**src/rtl/tl_pkg.sv**
```systemverilog
package tl_pkg;

  typedef enum logic [1:0] {
    LV_O = 2'b00,
    LV_P = 2'b01,
    LV_N = 2'b10,
    LV_X = 2'b11
  } lvl_e;

  localparam int unsigned SW_PER_LEG = 4;

  // gate pattern of a settled level, bit0 = upper outer ... bit3 = lower outer
  function automatic logic [SW_PER_LEG-1:0] gates_of(input lvl_e lv);
    case (lv)
      LV_P:    gates_of = 4'b0011;
      LV_O:    gates_of = 4'b0110;
      LV_N:    gates_of = 4'b1100;
      default: gates_of = 4'b0000;
    endcase
  endfunction

  // next level on the way from cur to want; rail-to-rail goes via neutral
  function automatic lvl_e step_toward(input lvl_e cur, input lvl_e want);
    if ((cur == LV_P && want == LV_N) || (cur == LV_N && want == LV_P))
      step_toward = LV_O;
    else
      step_toward = want;
  endfunction

endpackage

```
**src/rtl/tl_level_decode.sv**
```systemverilog
module tl_level_decode
  import tl_pkg::*;
(
  input  logic [1:0] code,
  input  logic       trip,
  output lvl_e       level,
  output logic       force_off
);

  always_comb begin
    level     = lvl_e'(code);
    force_off = trip || (code == 2'b11);
  end

endmodule

```
**src/rtl/tl_dt_timer.sv**
```systemverilog
module tl_dt_timer #(
  parameter int unsigned DT_W = 10
) (
  input  logic            clk,
  input  logic            rst,
  input  logic            load,
  input  logic [DT_W-1:0] dt,
  output logic            done
);

  logic [DT_W-1:0] cnt_q;

  always_ff @(posedge clk) begin
    if (rst || load) begin
      cnt_q <= (dt == '0) ? '0 : dt - 1'b1;
    end else if (cnt_q != '0) begin
      cnt_q <= cnt_q - 1'b1;
    end
  end

  assign done = (cnt_q == '0);

endmodule

```
**src/rtl/tl_leg_ctrl.sv**
```systemverilog
module tl_leg_ctrl
  import tl_pkg::*;
(
  input  logic                  clk,
  input  logic                  rst,
  input  lvl_e                  level,
  input  logic                  force_off,
  input  logic                  dt_zero,
  input  logic                  tmr_done,
  output logic                  tmr_load,
  output logic [SW_PER_LEG-1:0] gate
);

  lvl_e                  tgt_q, tgt_d;
  logic                  pend_q, pend_d;
  logic [SW_PER_LEG-1:0] gate_q, gate_d;
  lvl_e                  hop;

  always_comb begin
    tgt_d    = tgt_q;
    pend_d   = pend_q;
    gate_d   = gate_q;
    tmr_load = 1'b0;
    hop      = step_toward(tgt_q, level);
    if (force_off) begin
      gate_d   = '0;
      tgt_d    = LV_O;
      pend_d   = 1'b1;
      tmr_load = 1'b1;
    end else if (pend_q) begin
      if (tmr_done) begin
        gate_d = gates_of(tgt_q);
        pend_d = 1'b0;
      end
    end else if (level != tgt_q) begin
      tgt_d = hop;
      if (dt_zero) begin
        gate_d = gates_of(hop);
      end else begin
        gate_d   = gate_q & gates_of(hop);
        pend_d   = 1'b1;
        tmr_load = 1'b1;
      end
    end
  end

  always_ff @(posedge clk) begin
    if (rst) begin
      tgt_q  <= LV_O;
      pend_q <= 1'b1;
      gate_q <= '0;
    end else begin
      tgt_q  <= tgt_d;
      pend_q <= pend_d;
      gate_q <= gate_d;
    end
  end

  assign gate = gate_q;

endmodule

```
**src/rtl/tl_leg_top.sv**
```systemverilog
module tl_leg_top
  import tl_pkg::*;
#(
  parameter int unsigned PHASES = 3,
  parameter int unsigned DT_W   = 10
) (
  input  logic                         clk,
  input  logic                         rst,
  input  logic [2*PHASES-1:0]          lvl_cmd,
  input  logic [DT_W-1:0]              dead_cnt,
  input  logic                         trip,
  output logic [SW_PER_LEG*PHASES-1:0] gate
);

  logic dt_zero;
  assign dt_zero = (dead_cnt == '0);

  for (genvar p = 0; p < PHASES; p++) begin : g_leg
    lvl_e                  level;
    logic                  force_off;
    logic                  tmr_load;
    logic                  tmr_done;
    logic [SW_PER_LEG-1:0] leg_gate;

    tl_level_decode u_dec (
      .code      (lvl_cmd[2*p +: 2]),
      .trip      (trip),
      .level     (level),
      .force_off (force_off)
    );

    tl_dt_timer #(.DT_W(DT_W)) u_tmr (
      .clk  (clk),
      .rst  (rst),
      .load (tmr_load),
      .dt   (dead_cnt),
      .done (tmr_done)
    );

    tl_leg_ctrl u_ctrl (
      .clk       (clk),
      .rst       (rst),
      .level     (level),
      .force_off (force_off),
      .dt_zero   (dt_zero),
      .tmr_done  (tmr_done),
      .tmr_load  (tmr_load),
      .gate      (leg_gate)
    );

    assign gate[SW_PER_LEG*p +: SW_PER_LEG] = leg_gate;
  end

endmodule

```
**config.mk**
```make
export PLATFORM = sky130hd
export DESIGN_NAME = tl_leg_top
export DESIGN_NICKNAME = d
export VERILOG_FILES = /design/src/rtl/tl_pkg.sv /design/src/rtl/tl_level_decode.sv /design/src/rtl/tl_dt_timer.sv /design/src/rtl/tl_leg_ctrl.sv /design/src/rtl/tl_leg_top.sv
export SDC_FILE = /design/constraint.sdc
export NUM_CORES = 1
export LEC_CHECK = 0
export ABC_AREA = 1
export BUFFER_PORTS_ARGS = -buffer_cell sky130_fd_sc_hd__buf_2
export CELL_PAD_IN_SITES_DETAIL_PLACEMENT = 0
export CELL_PAD_IN_SITES_GLOBAL_PLACEMENT = 1
export CORE_ASPECT_RATIO = 0.6
export CORE_MARGIN = 2
export CORE_UTILIZATION = 40
export DETAILED_ROUTE_END_ITERATION = 10
export PLACE_DENSITY = 0.8
export RECOVER_POWER = 100
export SYNTH_ARGS = -nofsm -noshare
export SYNTH_HDL_FRONTEND = slang
export SYNTH_SLANG_ARGS = --single-unit
export TNS_END_PERCENT = 100
```
**constraint.sdc**
```tcl
create_clock -name clk -period 2.32 [get_ports clk]
set_input_delay 0.348 -clock clk [delete_from_list [all_inputs] [get_ports clk]]
set_output_delay 0.348 -clock clk [all_outputs]
set_load 0.01 [all_outputs]
```
# Word level (Yosys, flattened, before mapping)
# Cells that the tools add are included.
dict set report word_totals {
  ff_bits 51
  latchBits 0
  ram_bits 0
  mem_bits_ro 0
  inputBits 19
  word_cells 148
  n_memories 0
}
dict set report op_classes {
  n_addsub 4
  n_mul 0
  div_mod_pow 0
  n_lt_le_gt_ge 0
  eq_ne 27
  shifts 0
  mux 56
  bitwise_logic 6
  reduce_logical 43
}
# operator count
set op_table {}
lappend op_table {{two-way mux 4 bit} 24}
lappend op_table {{one-hot mux 4 bit (3 select lines)} 6}
lappend op_table {{two-way mux 10 bit} 7}
lappend op_table {{logical NOT 10 bit} 4}
lappend op_table {{subtractor 10 x 1 -> 10 bit (second input constant)} 4}
lappend op_table {{nonzero test 10 bit} 3}
lappend op_table {{== test 2 bit (second input constant)} 12}
lappend op_table {{== test 2 x 1 -> 1 bit (second input constant)} 9}
lappend op_table {{two-way mux 1 bit} 16}
lappend op_table {{bitwise AND 4 bit} 3}
lappend op_table {{logical NOT 2 bit} 6}
lappend op_table {{AND reduction 2 bit} 6}
lappend op_table {{nonzero test 2 bit} 6}
lappend op_table {{logical OR 1 bit} 9}
lappend op_table {{logical AND 1 bit} 6}
lappend op_table {{two-way mux 2 bit} 3}
lappend op_table {{!= test 2 bit} 3}
lappend op_table {{!= test 2 bit (second input constant)} 3}
lappend op_table {{OR reduction 2 bit} 3}
lappend op_table {{NOT 1 bit} 3}

# Depth between registers and ports, before layout
# Gate-level depths: netlist of the first run.
dict set report logic_depth {
  depth_word 14
  depth_mapped 11
}

# Hierarchy
# Synthesis of the first run repeated with hierarchy kept, for this count alone.
dict set report unflattened {
  hier_cells 590
  area_unflattened_um2 4058.9
}
# mod n_inst cells_each area_per_inst_um2 seq_area_each_um2
set modules_own_cells {}
lappend modules_own_cells {tl_dt_timer 3 116 882.1 300.3}
lappend modules_own_cells {tl_leg_ctrl 3 73 434.2 140.1}
lappend modules_own_cells {tl_level_decode 3 5 26.3 0.0}
lappend modules_own_cells {tl_leg_top 1 8 31.3 0.0}

# Worst setup path before layout of the first run
# Ideal clock, no wire load.
dict set report synth_timing {
  kind {input to register}
  start {input dead_cnt[0]}
  end {register g_leg[2].u_tmr.cnt_q[0], enable pin}
  setup_ns 0.378
  arrival_ns 1.607
  required_ns 1.942
  path_slack_ns 0.335
  path_stages 8
  cell_sequence {inv_1 -> ha_1 -> nand4_1 -> nor2_2 -> buf_6 -> nor2_1 -> nor2_2 -> nand4_1}
}
dict set report synth_between {
  elab_chain_len 7
}
# element line_no
set synth_lines {}
lappend synth_lines {{start: declaration} tl_leg_top.sv:10} ;# input logic [DT_W-1:0] dead_cnt,
lappend synth_lines {{logical NOT 10 bit} tl_leg_top.sv:16} ;# assign dt_zero = (dead_cnt == '0);
lappend synth_lines {{two-way mux 1 bit} tl_leg_ctrl.sv:37} ;# if (dt_zero) begin
lappend synth_lines {{two-way mux 1 bit} tl_leg_ctrl.sv:35} ;# end else if (level != tgt_q) begin
lappend synth_lines {{two-way mux 1 bit} tl_leg_ctrl.sv:30} ;# end else if (pend_q) begin
lappend synth_lines {{two-way mux 1 bit} tl_leg_ctrl.sv:25} ;# if (force_off) begin
lappend synth_lines {{logical OR 1 bit} tl_dt_timer.sv:14} ;# if (rst || load) begin
lappend synth_lines {{nonzero test 2 bit (no line)} -}
lappend synth_lines {{end signal: assignment} tl_dt_timer.sv:15} ;# cnt_q <= (dt == '0) ? '0 : dt - 1'b1;
lappend synth_lines {{end signal: assignment} tl_dt_timer.sv:17} ;# cnt_q <= cnt_q - 1'b1;
lappend synth_lines {{end: declaration} tl_dt_timer.sv:11} ;# logic [DT_W-1:0] cnt_q;
# Every way passes these cells.
# A chain may end at the register's enable or synchronous reset.

# Final worst setup path of the first run
dict set report layout_timing {
  start {input dead_cnt[0]}
  end {register g_leg[2].u_tmr.cnt_q[2], enable pin}
}
# Same word-level chain as after synthesis.

==> flow_summary.yaml, run 1 <==
cells_and_area:
  nets: 552
  final_common_cell: "nand2_1"
  final_cell_area_um2: 3754
  antenna_cells: 0
  seq_area_um2: 1321
  syn_to_final_growth_pct: 10.42
  num-fill-cells: 859
  multi_input_area_um2: 1765
  stdcell_count: 637
  most-common-layout-cells: "178 x nand2_1, 75 x nor2_1, 55 x inv_1"
  drive_gt1_share_pct: 7.940
setup_path:
  crit_chain: "clkbuf_1, inv_1, ha_1, nand4_1, nor2_2, clkbuf_1, nor2_1, nor2_2, nand4_1, clkbuf_2"
  path_class: "input pin to flip-flop"
  cp-end-kind: "flip-flop"
  ff2ff_path_depth: 5
  cp.required_ns: 2.32
  cp_top_family: "buffers and inverters"
  regToRegSetupSlack_ns: 0.42
  worstPathArrival_ns: 1.99
  regToRegEndpoint: "g_leg[0].u_tmr.cnt_q[1]$_DFFE_PP_"
  timing.critical_path.from_type: "input pin"
  path_buf_inv: 4
  timing.rr.start: "g_leg[0].u_tmr.cnt_q[0]$_DFFE_PP_"
  cpPeakStageDelay_ns: 0.30
  crit_end: "g_leg[2].u_tmr.cnt_q[2]$_DFFE_PP_"
  critPathLaunch: "dead_cnt[0]"
  path_max_fanout: 10
  cp.depth: 10
  slowest_stage: "clkbuf_1"
synthesis:
  ys_types: 28
  synth_fp_nets: 515
  ys_seq_area_share_pct: 38.87
  synth_edf_count: 30
  synth_ff_type: "edfxtp_1"
  ys_seq_elements: 51
  netlist_instances: 491
  syn_avg_cell_area_um2: 6.924
  synth_warnings: 0
  synth_area_um2: 3400
  async_flop_share_pct: 0
clock_tree:
  ctsResizeCount: 0
  cts_tree: "yes"
  cts_hold_buf: 0
  clock_latency_ns: 0.29
  cts_setup_buffers: 0
  htreeDepth: 2
  cts-buffers-inserted: 5
  clk_path_buf_depth: 2
  cts.sinks: 51
  clk_pin_slew_ns: 0.06
  root_buffer: "clkbuf_16"
status:
  status: "complete, no violations"
sta:
  tightest_slew_ns: 0.8440
  hold_viol_final: 0
  fin_worst_skew_ns: 0.004559
  period_needed_ns: 1.989
  finalMaxSlewViolations: 0
  rsz0062_at_grt: "false"
  fmax_ghz: 0.5029
  worst_slack_ns: 0.3315
  max-slew-margin-rel_pct: 43.36
  setup_violations: 0
  fin_crit_sh_pct: 85.71
  tns_ns: 0
detailed_routing:
  drt_iter0_drc: 210
  postRouteWirelength_um: 8047
  vias: 3016
  viasPerCell: 4.735
  wire_per_inst_um: 12.63
  drc: 0
  firstDrtPassIters: 5
  antenna_left: 0
pwr:
  ir_drop_mv: 0.3024
  p_leak_uw: 0.001779
  power_uw: 2154
  powerDensity_nw_per_um2: 574.0
grt:
  grt_pass1_vias: 2764
  globalRouteTotalUtil_pct: 18.76
  antenna_found_initial: 0
  grt_pass1_wl_um: 13320
  overflow: 0
  grt_max_degree: 17
place:
  place_ws_ns: 0.08473
  port_buffers: 30
  placed_cell_area_um2: 3676
  post-dp-hpwl_um: 6418
  place_congestion: 0.8279
  dpl.cell_count: 629
die:
  die_height_um: 75.41
  die_x_um: 123.0
  dieArea_um2: 9277
  rows: 25
  io_pins: 31
  coreArea_um2: 8070
  initial_core_util_pct: 42.12
min_path:
  hold_class: "input pin to flip-flop"
job:
  cap_violations: 0
## sequential cells by signal (all words and copies together) (netlist names)
signal / flops
g_leg.u_ctrl.gate: 12
g_leg.u_ctrl.pend_q: 3
g_leg.u_ctrl.tgt_q: 6
g_leg.u_tmr.cnt_q: 30
## how the worst min path moves through the flow
stage | startpoint | end | cells past startpoint
5_1_grt | lvl_cmd[4] | g_leg[2].u_ctrl.tgt_q[0]$_SDFFE_PP0P_ | 3
4_1_cts | lvl_cmd[4] | g_leg[2].u_ctrl.tgt_q[0]$_SDFFE_PP0P_ | 3
3_3_place_gp | g_leg[0].u_ctrl.gate[2]$_SDFFE_PP0P_ | g_leg[0].u_ctrl.gate[2]$_SDFFE_PP0P_ | 2
3_5_place_dp | g_leg[0].u_ctrl.gate[2]$_SDFFE_PP0P_ | g_leg[0].u_ctrl.gate[2]$_SDFFE_PP0P_ | 2
6_report | lvl_cmd[4] | g_leg[2].u_ctrl.tgt_q[0]$_SDFFE_PP0P_ | 3
2_1_floorplan | g_leg[0].u_ctrl.pend_q$_SDFF_PP1_ | g_leg[0].u_ctrl.pend_q$_SDFF_PP1_ | 2
## kinds of logic after synthesis
logic type	share of synthesized area, %
buf+inv	7.545
simple gates	35.92
xor+xnor	6.441
compound gates	9.385
fa+ha+maj	1.840
flops	38.87
## metal layers
layer / share of wire, % / track usage (%) / wire length (um)
met4: 0.31 / 3.788 / 25
met3: 5.0 / 3.743 / 399
met1: 55 / 28.29 / 4409
met2: 40 / 27.99 / 3212
met5: 0 / 0 / 0
## worst min-delay path, stage by stage
cell and delay (ns):
buf_2 0.13, nand2_1 0.10, a31oi_1 0.08
## layout make-up
class / instances / share of cell area (%)
Sequential cell: 51 / 35.20
Clock buffer: 8 / 4.167
Tap cell: 108 / 3.600
Inverter: 56 / 5.600
Multi-Input combinational cell: 379 / 47.03
Timing Repair Buffer: 35 / 4.400
## synthesized netlist by cell type (4+ instances only)
library cell	count	area, um^2
a21oi_1	12	60.06
dfxtp_1	21	420.4
edfxtp_1	30	900.9
ha_1	5	62.56
inv_1	55	206.5
nand2_1	178	668.1
nand2_2	4	25.02
nand3_1	20	100.1
nand4_1	7	43.79
nor2_1	75	281.5
nor2_2	4	25.02
o21ai_0	20	100.1
o21ai_2	12	105.1
xnor2_1	14	122.6
xor2_1	11	96.34
## per-stage QoR
step | hold WS [ns] | util [%]
final | 0.4145 | 46.51
after global routing | 0.4251 | 46.51
after CTS | 0.4024 | 47.49
after detailed placement | 0.4579 | 45.55
after global placement | 0.4449 | 45.55
after floorplan | 0.4538 | -
## power breakdown
part           switching (uW)  internal (uW)  leakage [uW]
clock network             315            460     0.0000772
logic                     191            114       0.00121
registers                48.6           1030      0.000493
No activity file was read; power rests on OpenSTA's default activity.
==> inputs of run 2 (changes only) <==
--- a/config.mk
+++ b/config.mk
@@ -6,14 +6,14 @@
 export NUM_CORES = 1
 export LEC_CHECK = 0
 export ABC_AREA = 1
-export BUFFER_PORTS_ARGS = -buffer_cell sky130_fd_sc_hd__buf_2
 export CELL_PAD_IN_SITES_DETAIL_PLACEMENT = 0
 export CELL_PAD_IN_SITES_GLOBAL_PLACEMENT = 1
 export CORE_ASPECT_RATIO = 0.6
 export CORE_MARGIN = 2
 export CORE_UTILIZATION = 40
 export DETAILED_ROUTE_END_ITERATION = 10
-export PLACE_DENSITY = 0.8
+export DONT_BUFFER_PORTS = 1
+export PLACE_DENSITY = 0.76
 export RECOVER_POWER = 100
 export SYNTH_ARGS = -nofsm -noshare
 export SYNTH_HDL_FRONTEND = slang
==> run 2 against run 1 <==
Compared with the run above:
- clock power shrank 6.8%
- routed wire length decreased by 1.9%
- final area decreased by 3.7%
- critical path type is now flip-flop to flip-flop
==> flow_summary.yaml, run 2 (same netlist as run 1, synthesis figures left out) <==
cells_and_area:
  stdcell_count: 607
  syn_to_final_growth_pct: 6.294
  final_common_cell: "nand2_1"
  regMostFlops: "g_leg.u_tmr.cnt_q"
  nets: 522
  num-fill-cells: 834
  final_cell_area_um2: 3613
  seq_area_um2: 1321
  largest_register_ffs: 30
  antenna_cells: 0
  drive_gt1_share_pct: 4.810
  most-common-layout-cells: "179 x nand2_1, 76 x nor2_1, 55 x inv_1"
  multi_input_area_um2: 1772
sta:
  fin_crit_sh_pct: 82.83
  hold_viol_final: 0
  fin_worst_skew_ns: 0.004788
  period_needed_ns: 1.922
  setup_violations: 0
  tns_ns: 0
  tightest_slew_ns: 0.8327
  fmax_ghz: 0.5204
  hold_ws_ns: 0.2498
  finalMaxSlewViolations: 0
  max-slew-margin-rel_pct: 44.11
  rsz0062_at_grt: "false"
pwr:
  p_int_uw: 1529
  combPwrFrac_pct: 13.6
  swShare_pct: 26.56
  ir_drop_mv: 0.2375
  power_uw: 2082
  p_clk_share_pct: 34.7
  p_leak_uw: 0.001691
  powerDensity_nw_per_um2: 576.2
  p_seq_share_pct: 51.7
  switchingPower_uw: 553.0
die:
  die_x_um: 123.0
  rows: 25
  io_pins: 31
  coreArea_um2: 8070
  dieArea_um2: 9277
  die_height_um: 75.41
  initial_core_util_pct: 42.12
setup_path:
  crit_chain: "inv_1, ha_1, nand2_1, nor2_1, nand3_1"
  worstPathArrival_ns: 1.84
  timing.critical_path.from_type: "flip-flop"
  slowest_stage: "edfxtp_1"
  path_class: "flip-flop to flip-flop"
  cpPeakStageDelay_ns: 0.43
  cp-end-kind: "flip-flop"
  path_max_fanout: 10
  cp_top_family: "simple AND/OR/NAND/NOR gates"
  path_buf_inv: 1
  regToRegSetupSlack_ns: 0.40
  cp.required_ns: 2.23
place:
  placed_cell_area_um2: 3526
  dpl.cell_count: 599
  place_congestion: 0.8501
  port_buffers: 0
  post-dp-hpwl_um: 6283
clock_tree:
  htreeDepth: 2
  clk_path_buf_depth: 2
  cts_setup_buffers: 0
  cts.sinks: 51
  ctsResizeCount: 0
  clk_pin_slew_ns: 0.07
  cts_tree: "yes"
  root_buffer: "clkbuf_16"
  cts_hold_buf: 0
  clock_latency_ns: 0.29
  cts-buffers-inserted: 5
grt:
  overflow: 0
  met1_usage_pct: 28.19
  grt_pass1_vias: 2663
  globalRouteTotalUtil_pct: 18.36
  met2_usage_pct: 26.40
  grt.busiest_layer: "met1"
  antenna_found_initial: 0
  grt_use_met3_pct: 3.593
  grt_pass1_wl_um: 13050
  grt_max_degree: 17
detailed_routing:
  wire_per_inst_um: 13.01
  drt_iter0_drc: 231
  viasPerCell: 4.918
  firstDrtPassIters: 4
  vias: 2985
  postRouteWirelength_um: 7895
  antenna_left: 0
  drc: 0
job:
  cap_violations: 0
min_path:
  hold_class: "input pin to flip-flop"
status:
  status: "complete, no violations"
## run 2: final cells by class
| type | instances | area share [%] |
|---|---|---|
| Clock buffer | 6 | 3.566 |
| Inverter | 56 | 5.817 |
| Clock inverter | 2 | 0.3463 |
| Sequential cell | 51 | 36.57 |
| Timing Repair Buffer | 5 | 0.9349 |
| Tap cell | 108 | 3.740 |
| Multi-Input combinational cell | 379 | 49.03 |
## run 2: worst paths after layout
check                                                        from  cells past startpoint                                    end
worst max-delay path            g_leg[0].u_tmr.cnt_q[0]$_DFFE_PP_                      5      g_leg[0].u_tmr.cnt_q[2]$_DFFE_PP_
worst min-delay path                                   lvl_cmd[4]                      2  g_leg[2].u_ctrl.tgt_q[0]$_SDFFE_PP0P_
worst max register to register  g_leg[0].u_tmr.cnt_q[0]$_DFFE_PP_                      5      g_leg[0].u_tmr.cnt_q[2]$_DFFE_PP_
worst min register to register  g_leg[0].u_ctrl.pend_q$_SDFF_PP1_                      2      g_leg[0].u_ctrl.pend_q$_SDFF_PP1_
## run 2: routing by layer
| layer | vias to the layer above | wire, um |
|---|---|---|
| met5 | - | 0 |
| met4 | 0 | 65 |
| met1 | 1341 | 4299 |
| met2 | 67 | 3098 |
| li1 | 1572 | - |
| met3 | 5 | 431 |
## run 2: stage by stage
step	utilization, %	setup WS, ns
2_1_floorplan	-	0.3348
3_3_place_gp	43.69	0.3532
3_5_place_dp	43.69	0.3009
4_1_cts	45.44	0.3678
5_1_grt	44.78	0.2067
6_report	44.78	0.3983
## run 2: power by group through the flow
stage	clock network (uW)	registers [uW]	logic (uW)
finish	722	1080	283
global route	775	1080	326
CTS	746	1070	306
detailed placement	0	1100	303
global placement	0	1100	304
floorplan	0	1080	245
==> inputs of run 3 (changes only) <==
--- a/config.mk
+++ b/config.mk
@@ -13,7 +13,7 @@
 export CORE_UTILIZATION = 40
 export DETAILED_ROUTE_END_ITERATION = 10
 export DONT_BUFFER_PORTS = 1
-export PLACE_DENSITY = 0.76
+export PLACE_DENSITY = 0.78
 export RECOVER_POWER = 100
 export SYNTH_ARGS = -nofsm -noshare
 export SYNTH_HDL_FRONTEND = slang
==> constraint.sdc (replaced) <==
create_clock -name clk -period 1.6 [get_ports clk]
set_input_delay 0.24 -clock clk [delete_from_list [all_inputs] [get_ports clk]]
set_output_delay 0.24 -clock clk [all_outputs]
set_load 0.01 [all_outputs]
==> run 3 against run 2 <==
Compared with the run above:
- combinational power increased by 89%
- sequential cell count unchanged
- sequential share of layout area decreased by 3.9 points
- first-iteration DRC count decreased by 28%
- count of clock-buffer cells in the layout increased by 1
- clock skew increased by 0.0040 ns
- largest power group unchanged
==> flow_summary.yaml, run 3 (same netlist as run 1, synthesis figures left out) <==
clock_tree:
  root_buffer: "clkbuf_16"
  cts_hold_buf: 0
  clock_latency_ns: 0.29
  cts_tree: "yes"
  clk_pin_slew_ns: 0.07
  cts.sinks: 51
  clk_path_buf_depth: 2
  cts-buffers-inserted: 5
  htreeDepth: 2
die:
  rows: 25
  coreArea_um2: 8070
  initial_core_util_pct: 42.12
  dieArea_um2: 9277
  die_x_um: 123.0
  die_height_um: 75.41
  io_pins: 31
pwr:
  p_leak_uw: 0.001889
  combPwrFrac_pct: 17.0
  ir_drop_mv: 0.3916
  p_int_uw: 2298
  powerDensity_nw_per_um2: 776.5
  p_clk_share_pct: 33.5
  swShare_pct: 26.90
  switchingPower_uw: 845.4
  p_seq_share_pct: 49.5
sta:
  worst_slack_ns: 0.09431
  fmax_ghz: 0.6641
  max-slew-margin-rel_pct: 67.40
  tightest_slew_ns: 0.4871
  finalMaxSlewViolations: 0
  period_needed_ns: 1.506
  fin_crit_sh_pct: 94.11
  fin_worst_skew_ns: 0.008813
  hold_viol_final: 0
  setup_violations: 0
  hold_ws_ns: 0.1545
setup_path:
  timing.critical_path.from_type: "flip-flop"
  cp.required_ns: 1.65
  cpPeakStageDelay_ns: 0.42
  cpMostUsedCell: "nand2_1"
  path_max_fanout: 6
  slowest_stage: "edfxtp_1"
  crit_chain: "inv_2, ha_1, nand2_1, nor2_2, nand2_1, nor2_1, nand2_1, buf_4"
  path_class: "flip-flop to flip-flop"
  cp-end-kind: "flip-flop"
  worstPathArrival_ns: 1.56
  path_buf_inv: 2
  cp_top_family: "simple AND/OR/NAND/NOR gates"
cells_and_area:
  drive_gt1_share_pct: 16.67
  antenna_cells: 0
  num-fill-cells: 803
  final_cell_area_um2: 4048
  final_common_cell: "nand2_1"
  most-common-layout-cells: "173 x nand2_1, 68 x nor2_1, 51 x inv_1"
  largest_register_ffs: 30
  fin_util_pct: 50.16
  regMostFlops: "g_leg.u_tmr.cnt_q"
  stdcell_count: 642
  syn_to_final_growth_pct: 19.07
  nets: 557
place:
  port_buffers: 0
  placed_cell_area_um2: 3857
  dpl.cell_count: 633
  place_ws_ns: 0.02424
  post-dp-hpwl_um: 6602
  place_congestion: 0.9019
min_path:
  hold_class: "input pin to flip-flop"
grt:
  grt_pass1_vias: 2751
  grt_max_degree: 17
  antenna_found_initial: 0
  globalRouteTotalUtil_pct: 19.13
  overflow: 0
  grt_pass1_wl_um: 13480
detailed_routing:
  drt_iter0_drc: 167
  firstDrtPassIters: 4
  antenna_left: 0
  viasPerCell: 4.810
  wire_per_inst_um: 12.87
  postRouteWirelength_um: 8265
  drc: 0
  vias: 3088
job:
  cap_violations: 0
status:
  status: "complete, no violations"
[run 3: changes by cell type in the layout (fill, tap and decap cells not counted), sizes merged]
cell	delta
clkbuf	+2
clkinvlp	-1
buf	+34
[run 3: path summary, 6_finish.rpt]
| check | start | end | slack [ns] | depth (start not counted) |
|---|---|---|---|---|
| hold reg to reg | g_leg[0].u_ctrl.pend_q$_SDFF_PP1_ | g_leg[0].u_ctrl.pend_q$_SDFF_PP1_ | 0.50 | 2 |
| setup reg to reg | g_leg[1].u_tmr.cnt_q[0]$_DFFE_PP_ | g_leg[1].u_tmr.cnt_q[6]$_DFFE_PP_ | 0.09 | 8 |
| setup / recovery | g_leg[1].u_tmr.cnt_q[0]$_DFFE_PP_ | g_leg[1].u_tmr.cnt_q[6]$_DFFE_PP_ | 0.09 | 8 |
| hold / removal | lvl_cmd[4] | g_leg[2].u_ctrl.tgt_q[0]$_SDFFE_PP0P_ | 0.15 | 2 |
[run 3: final cells by class]
| class | count | area (um^2) | area share (%) |
|---|---|---|---|
| multi-input combinational | 379 | 1909 | 47.17 |
| inverter | 56 | 239.0 | 5.904 |
| timing repair buffer | 40 | 305.3 | 7.543 |
| clock inverter | 1 | 5.005 | 0.1236 |
| sequential | 51 | 1321 | 32.64 |
| tap | 108 | 135.1 | 3.338 |
| clock buffer | 7 | 132.6 | 3.277 |
[run 3: metal layers]
layer | track usage [%] | vias up | share of wire, %
met5 | 0 | - | 0
met4 | 4.293 | 0 | 0.64
met3 | 5.240 | 4 | 8.4
met2 | 26.89 | 76 | 39
met1 | 29.05 | 1374 | 52
li1 | - | 1634 | -
[run 3: timing repair]
| item | CTS | global route |
|---|---|---|
| buffers inserted | 0 | 1 |
| setup endpoints to repair | 0 | 48 |
| hold endpoints to repair | 0 | 0 |
| resized for setup | 0 | 18 |
[run 3: stage by stage]
step / setup TNS, ns / total power (uW)
6_report: 0 / 3143
3_3_place_gp: 0 / 2097
4_1_cts: 0 / 3167
2_1_floorplan: -1.216 / 1931
3_5_place_dp: 0 / 2100
5_1_grt: -0.001011 / 3300
[run 3: power by group through the flow]
stage	registers (uW)	clock network (uW)	logic, uW
global placement	1580	0	515
CTS	1550	1090	522
floorplan	1570	0	363
global route	1570	1130	603
finish	1560	1050	535
detailed placement	1580	0	518
